[src/rtl/xcvr_pkg.sv]
package xcvr_pkg;

    parameter int unsigned XCVR_W = 8;

    typedef enum logic {
        SRC_LIVE   = 1'b0,
        SRC_STORED = 1'b1
    } src_e;

    typedef struct packed {
        logic drive_a;
        logic drive_b;
        logic hold_loop;
    } drive_t;

    function automatic drive_t decode_drive(input logic ab_en, input logic ba_en_n,
                                            input src_e ab_src, input src_e ba_src);
        drive_t d;
        d.drive_a   = ~ba_en_n;
        d.drive_b   = ab_en;
        d.hold_loop = ab_en && !ba_en_n && (ab_src == SRC_LIVE) && (ba_src == SRC_LIVE);
        return d;
    endfunction

endpackage

[src/rtl/xcvr_capture_reg.sv]
module xcvr_capture_reg #(
    parameter int unsigned W = xcvr_pkg::XCVR_W
) (
    input  logic         clk,
    input  logic         rst,
    input  logic         cap,
    input  logic [W-1:0] d,
    output logic [W-1:0] q
);
    always_ff @(posedge clk) begin
        if (rst)      q <= '0;
        else if (cap) q <= d;
    end


    cap_load_chk: assert property (@(posedge clk) disable iff (rst)
        cap |=> (q === $past(d)));


    no_cap_hold_chk: assert property (@(posedge clk) disable iff (rst)
        !cap |=> (q === $past(q)));
endmodule

[src/rtl/xcvr_dir_mux.sv]
module xcvr_dir_mux #(
    parameter int unsigned W = xcvr_pkg::XCVR_W
) (
    input  xcvr_pkg::src_e sel,
    input  logic [W-1:0]   live,
    input  logic [W-1:0]   stored,
    output logic [W-1:0]   y
);
    always_comb begin
        case (sel)
            xcvr_pkg::SRC_STORED: y = stored;
            default:              y = live;
        endcase
    end
endmodule

[src/rtl/xcvr_bus_keeper.sv]
module xcvr_bus_keeper #(
    parameter int unsigned W = xcvr_pkg::XCVR_W
) (
    input  logic         clk,
    input  logic         rst,
    input  logic         hold,
    input  logic [W-1:0] a_bus,
    input  logic         a_ext,
    input  logic [W-1:0] b_bus,
    input  logic         b_ext,
    output logic [W-1:0] hold_val
);
    logic [W-1:0] keep_q;
    logic [W-1:0] keep_d;

    always_comb begin
        if (a_ext)      hold_val = a_bus;
        else if (b_ext) hold_val = b_bus;
        else            hold_val = keep_q;
    end

    always_comb begin
        if (!hold) keep_d = a_bus;
        else       keep_d = hold_val;
    end

    always_ff @(posedge clk) begin
        if (rst) keep_q <= '0;
        else     keep_q <= keep_d;
    end


    keeper_steady_chk: assert property (@(posedge clk) disable iff (rst)
        (hold && !a_ext && !b_ext) |=> (keep_q === $past(keep_q)));
endmodule

[src/rtl/regbus_xcvr.sv]
module regbus_xcvr #(
    parameter int unsigned DATA_W = xcvr_pkg::XCVR_W
) (
    input  logic              clk,
    input  logic              rst,
    input  logic              a_cap,
    input  logic              b_cap,
    input  logic              ab_drive,
    input  logic              ba_drive_n,
    input  logic              ab_use_reg,
    input  logic              ba_use_reg,
    input  logic [DATA_W-1:0] a_bus_i,
    input  logic              a_ext_i,
    output logic [DATA_W-1:0] a_bus_o,
    output logic              a_bus_oe,
    input  logic [DATA_W-1:0] b_bus_i,
    input  logic              b_ext_i,
    output logic [DATA_W-1:0] b_bus_o,
    output logic              b_bus_oe
);
    import xcvr_pkg::*;

    src_e             ab_src, ba_src;
    drive_t           drv;
    logic [DATA_W-1:0] reg_a, reg_b;
    logic [DATA_W-1:0] to_b, to_a;
    logic [DATA_W-1:0] hold_val;

    assign ab_src = src_e'(ab_use_reg);
    assign ba_src = src_e'(ba_use_reg);
    assign drv    = decode_drive(ab_drive, ba_drive_n, ab_src, ba_src);

    xcvr_capture_reg #(.W(DATA_W)) u_reg_a (
        .clk(clk), .rst(rst), .cap(a_cap), .d(a_bus_i), .q(reg_a));
    xcvr_capture_reg #(.W(DATA_W)) u_reg_b (
        .clk(clk), .rst(rst), .cap(b_cap), .d(b_bus_i), .q(reg_b));

    xcvr_dir_mux #(.W(DATA_W)) u_mux_ab (
        .sel(ab_src), .live(a_bus_i), .stored(reg_a), .y(to_b));
    xcvr_dir_mux #(.W(DATA_W)) u_mux_ba (
        .sel(ba_src), .live(b_bus_i), .stored(reg_b), .y(to_a));

    xcvr_bus_keeper #(.W(DATA_W)) u_keeper (
        .clk(clk), .rst(rst), .hold(drv.hold_loop),
        .a_bus(a_bus_i), .a_ext(a_ext_i),
        .b_bus(b_bus_i), .b_ext(b_ext_i),
        .hold_val(hold_val));

    always_comb begin
        if (drv.hold_loop) begin
            a_bus_o  = hold_val;
            b_bus_o  = hold_val;
            a_bus_oe = ~a_ext_i;
            b_bus_oe = ~b_ext_i;
        end else begin
            a_bus_o  = to_a;
            b_bus_o  = to_b;
            a_bus_oe = drv.drive_a;
            b_bus_oe = drv.drive_b;
        end
    end


    isolate_chk: assert property (@(posedge clk) disable iff (rst)
        (!ab_drive && ba_drive_n) |-> (!a_bus_oe && !b_bus_oe));


    b_enable_chk: assert property (@(posedge clk) disable iff (rst)
        (ab_drive && ab_use_reg) |-> b_bus_oe);


    yield_a_chk: assert property (@(posedge clk) disable iff (rst)
        (ab_drive && !ba_drive_n && !ab_use_reg && !ba_use_reg && a_ext_i) |-> !a_bus_oe);
endmodule

[config.mk]
export PLATFORM = sky130hd
export DESIGN_NAME = regbus_xcvr
export DESIGN_NICKNAME = d
export VERILOG_FILES = /design/src/rtl/xcvr_pkg.sv /design/src/rtl/xcvr_capture_reg.sv /design/src/rtl/xcvr_dir_mux.sv /design/src/rtl/xcvr_bus_keeper.sv /design/src/rtl/regbus_xcvr.sv
export SDC_FILE = /design/constraint.sdc
export NUM_CORES = 1
export LEC_CHECK = 0
export BUFFER_PORTS_ARGS = -buffer_cell sky130_fd_sc_hd__buf_2
export CORE_ASPECT_RATIO = 1.75
export CORE_UTILIZATION = 40
export CTS_CLUSTER_DIAMETER = 150
export DETAILED_ROUTE_END_ITERATION = 6
export PLACE_DENSITY = 0.72
export SETUP_SLACK_MARGIN = 0.1
export SLEW_MARGIN = 0
export SYNTH_ARGS = -nofsm -noshare
export SYNTH_HDL_FRONTEND = slang
export SYNTH_SLANG_ARGS = --single-unit
export TNS_END_PERCENT = 100
[constraint.sdc]
create_clock -name clk -period 2.4 [get_ports clk]
set_input_delay 0.24 -clock clk [delete_from_list [all_inputs] [get_ports clk]]
set_output_delay 0.24 -clock clk [all_outputs]
set_load 0.005 [all_outputs]
* Word-level counts from Yosys, hierarchy flattened
Cells that the tools add are included.
** Storage, ports and cells
- Bits in registers :: 24
- Word-level logic and storage cells :: 21
- Output and inout port bits :: 18
- Input port bits :: 26
** Operators by class
- Bitwise operators :: 5
- Muxes and demuxes :: 9
- Reduce and logical (&&, ||, !) cells :: 4
** Operator list (number)
- $mux W8 :: 7
- $not A1 Y1 :: 5
- $logic_and A1 B1 Y1 :: 3
- $mux W1 :: 2
- $logic_not A1 Y1 :: 1

* Longest topological paths before layout
- Depth after elaboration :: 5
- Gate-level depth with buffers :: 5
- Mapped depth without buffers :: 3

* Modules after synthesis
A second synthesis with hierarchy kept.
** Second synthesis, totals
- Cell total of the unflattened synthesis :: 149
- Area, all modules :: 1630.3 um^2
** By module, submodules not included
- xcvr_capture_reg :: instances 2, area an instance 285.3 um^2, cells an instance 26, sequential area each 160.2 um^2
- xcvr_bus_keeper :: instances 1, area an instance 515.5 um^2, cells an instance 55, sequential area each 160.2 um^2
- regbus_xcvr :: instances 1, area an instance 281.5 um^2, cells an instance 24, sequential area each 0.0 um^2
- xcvr_dir_mux :: instances 2, area an instance 131.4 um^2, cells an instance 9, sequential area each 0.0 um^2

* Worst setup path before layout
No wires, ideal clock.
- Path type :: input to output
- From :: input port b_ext_i
- To :: output port b_bus_o[1]
- Buffers on the path :: 1
- Data required time :: 2.160 ns
- Setup slack :: 1.023 ns
- Data arrival time :: 1.137 ns
- Stages on the path :: 4
- Cell sequence :: buf_2 > mux2_2 > o211ai_1 > o311ai_0
** Between the ends
- Longest elaborated chain between the ends :: 3
** RTL lines
- start, declared :: line regbus_xcvr.sv:17 : input logic b_ext_i,
- $mux W8 :: line xcvr_bus_keeper.sv:18 : else if (b_ext) hold_val = b_bus;
- $mux W8 :: line xcvr_bus_keeper.sv:17 : if (a_ext) hold_val = a_bus;
- $mux W8 :: line regbus_xcvr.sv:50 : if (drv.hold_loop) begin
- end, declared :: line regbus_xcvr.sv:18 : output logic [DATA_W-1:0] b_bus_o,
Every way passes these cells.

* Final worst setup path
- From :: input port ba_use_reg
- To :: output port b_bus_o[1]
** Between the ends
- Longest elaborated chain between the ends :: 3
** RTL lines
- start, declared :: line regbus_xcvr.sv:11 : input logic ba_use_reg,
- $not A1 Y1 :: line xcvr_pkg.sv:21 : d.hold_loop = ab_en && !ba_en_n && (ab_src == SRC_LIVE) && (ba_src == SRC_LIVE);
- $logic_and A1 B1 Y1 :: line xcvr_pkg.sv:21
- $mux W8 :: line regbus_xcvr.sv:50
Every way passes these cells.

==> results by group <==
Route
  • Remaining DRCs: 0
  • Highest metal used: met4
  • Routed met3 length: 134 um
  • Met1 wire length: 1390 um
  • DRT iter0 DRCs: 21
  • DR vias/cell: 5.38
  • Routed Antenna Nets: 0
  • Routed WL: 3210 um
  • Met2 WL post-DR: 1590 um
  • Drt pass-1 iters: 4
  • Routed len/inst: 13.6 um
  • Vias after detailed routing: 1269

Yosys
  • Area leader, netlist: dfxtp_1
  • Fraction of the yosys area taken by sequential cells: 0.348
  • Syn_nets: 184
  • Mean Syn Cell Area: 8.75 um^2
  • Synth top area share: 0.348
  • Ys flop type: dfxtp_1
  • Netlist Area Pre-Place: 1380 um^2
  • Synth warnings: 0
  • Mapped Cells: 158
  • Synthesis-stage register bit count: 24
  • Post-synth ARST share: 0
  • Synth cell types: 21
  • Post-synth EDFFs: 0
  • Synth area leaders: dfxtp_1 35%, mux2i_1 17%, mux2_2 6.5%

Floorplanning
  • Starting Density: 0.431
  • # IOs: 44
  • Die Span Y: 79.8 um
  • Die ar.: 3700 um^2
  • Floorplan row count: 27
  • Die width: 46.4 um
  • Core area: 3210 um^2

Place
  • Dpl ws: 613 ps
  • Count of input and output buffers: 43
  • DP Cell Count: 232
  • Detailed Place HPWL: 2340 um
  • Placer Congestion: 0.770

Cells and area
  • Layout cells sized above 1: 0.306
  • Layout net count: 220
  • N_diodes: 0
  • Fin util: 0.507
  • Post-route insts no fill: 236
  • Syn-to-layout area delta: 17.7%
  • Fill cells: 346

Worst setup path
  • Critical path capture point type: output port
  • Worst EP arrival: 1560 ps
  • CP max stage delay: 300 ps
  • CP Buf/Inv Count: 3
  • CP required: 2160 ps
  • Worst path slowest cell: nor4b_4
  • Setup CP Type: in -> out
  • CP Cell Sequence: buf_2 -> nor4b_4 -> buf_4 -> o211ai_1 -> o311ai_0 -> buf_2
  • CP max FO: 24
  • Crit path max-delay family: buffers and inverters
  • CP dominant cell by count: buf_2
  • Startpoint Class: input pin

CTS
  • Post-CTS setup repair buffer count: 0
  • TritonCTS buffer count: 3
  • H-tree depth: 1
  • Worst skew pair latency: 270 ps
  • Post-cts sizing count: 0
  • Clock sinks: 24
  • CTS Root Cell: clkbuf_8
  • CTS tree: done
  • CTS Buffer Depth: 2
  • Hold-fix buffers, CTS: 0
  • Clk pin slew, worst setup/hold paths: 90 ps

Timing
  • Fmax: 555 MHz
  • Tcrit/Tclk final: 0.751
  • Min cycle time layout: 1800 ps
  • Sum of negative setup slack: 0 ps
  • Fin. Hold Viols: 0
  • RSZ-0062 raised after global routing: no
  • Setup Skew: 0 ps
  • Actual slew at the worst max-slew pin: 479 ps
  • Relative slew slack: 0.681
  • Final setup violation count: 0
  • Worst setup margin: 597 ps
  • Final Slew Violations: 0

GRT
  • Number of global-route vias before repair: 1173
  • First-pass GRT wire length: 5300 um
  • Overflow after GRT: 0
  • Pin count of the biggest net entering global routing: 25
  • Gr usage total: 0.191
  • Initial antenna violation count: 0

Flow run
  • Max Cap Viol: 0

Power and ir drop
  • Peak supply drop: 0.000323 V
  • LEAKAGE: 0.783 nW
  • Power per Cell Area: 546 nW/um^2

Min path
  • Worst Hold Class: in -> reg

Outcome
  • Status: complete, no violations
==> final timing paths <==
| kind | start | to | slack, ps | cells after the start |
|---|---|---|---|---|
| worst max-delay path | ba_use_reg | b_bus_o[1] | 600 | 6 |
| worst min-delay path | b_bus_i[0] | u_reg_b.q[0] | 230 | 3 |
| worst max register to register | u_keeper.keep_q[3] | u_keeper.keep_q[3] | 1350 | 3 |
| worst min register to register | u_reg_a.q[7] | u_reg_a.q[7] | 500 | 2 |
==> final cells by class <==
cell class	count	area, um^2	share of cell area
Multi-Input combinational cell	111	778	0.478
Clock buffer	4	55.1	0.0338
Inverter	10	37.5	0.0231
Tap cell	43	53.8	0.0331
Sequential cell	24	480	0.295
Timing Repair Buffer	44	223	0.137
==> cell usage in the layout (no fill, tap or decap), drive strengths merged <==
cell / count
nand3: 1
o211ai: 8
clkbuf: 4
buf: 44
mux2: 8
nand2b: 7
a21oi: 8
o41ai: 1
nand2: 15
or4b: 1
nor2: 18
o311ai: 7
inv: 10
o21ai: 9
o22ai: 1
mux2i: 24
a31oi: 2
dfxtp: 24
nor4b: 1
==> registers in the layout, indices dropped and copies added, names as in the netlist <==
| signal | count |
|---|---|
| u_reg_b.q | 8 |
| u_keeper.keep_q | 8 |
| u_reg_a.q | 8 |
==> power breakdown <==
group	switching, mW	internal [mW]	total (mW)
clock	0.130	0.146	0.276
combinational	0.0951	0.0845	0.180
sequential	0.0106	0.422	0.433
==> metrics by stage <==
| step | cell area (um^2) | hold WS (ps) | total power, mW |
|---|---|---|---|
| after floorplan | 1380 | 309 | 0.552 |
| after global routing | 1630 | 235 | 0.941 |
| final | 1630 | 232 | 0.889 |
| after CTS | 1630 | 234 | 0.896 |
| after global placement | 1570 | 473 | 0.618 |
| after detailed placement | 1570 | 481 | 0.620 |
==> synthesized netlist by cell type, types with 2 or more instances <==
library cell and number:
nand2_1 15, a21oi_1 8, a31oi_1 2, mux2i_1 24, mux2_2 8, inv_1 10, buf_2 6, dfxtp_1 24
clkbuf_1 3, buf_6 4, nor2_1 18, o311ai_0 7, o21ai_0 8, o211ai_1 8, nand2b_1 7
==> routing by layer <==
layer  vias to the layer above  global-route usage
met5                         -                   0
met2                        40               0.306
met4                         0              0.0882
li1                        630                   -
met1                       586               0.238
met3                        13              0.0294
==> worst min-delay path: cells and delay by family <==
family | cells | cell delay (ps)
AND/OR/NAND/NOR | 1 | 70
multiplexers | 1 | 60
buffers and inverters | 1 | 90
==> logic make-up (layout without fill, tap and decap cells) <==
| logic type | Yosys count | count (layout) | share of synthesized area |
|---|---|---|---|
| AND/OR/NAND/NOR | 43 | 43 | 0.152 |
| AO/OA/AOI/OAI | 36 | 36 | 0.172 |
| multiplexers | 32 | 32 | 0.239 |
| flip-flops | 24 | 24 | 0.348 |
| buffers and inverters | 23 | 58 | 0.0896 |
Note: power is estimated with default switching activity, not from simulation.
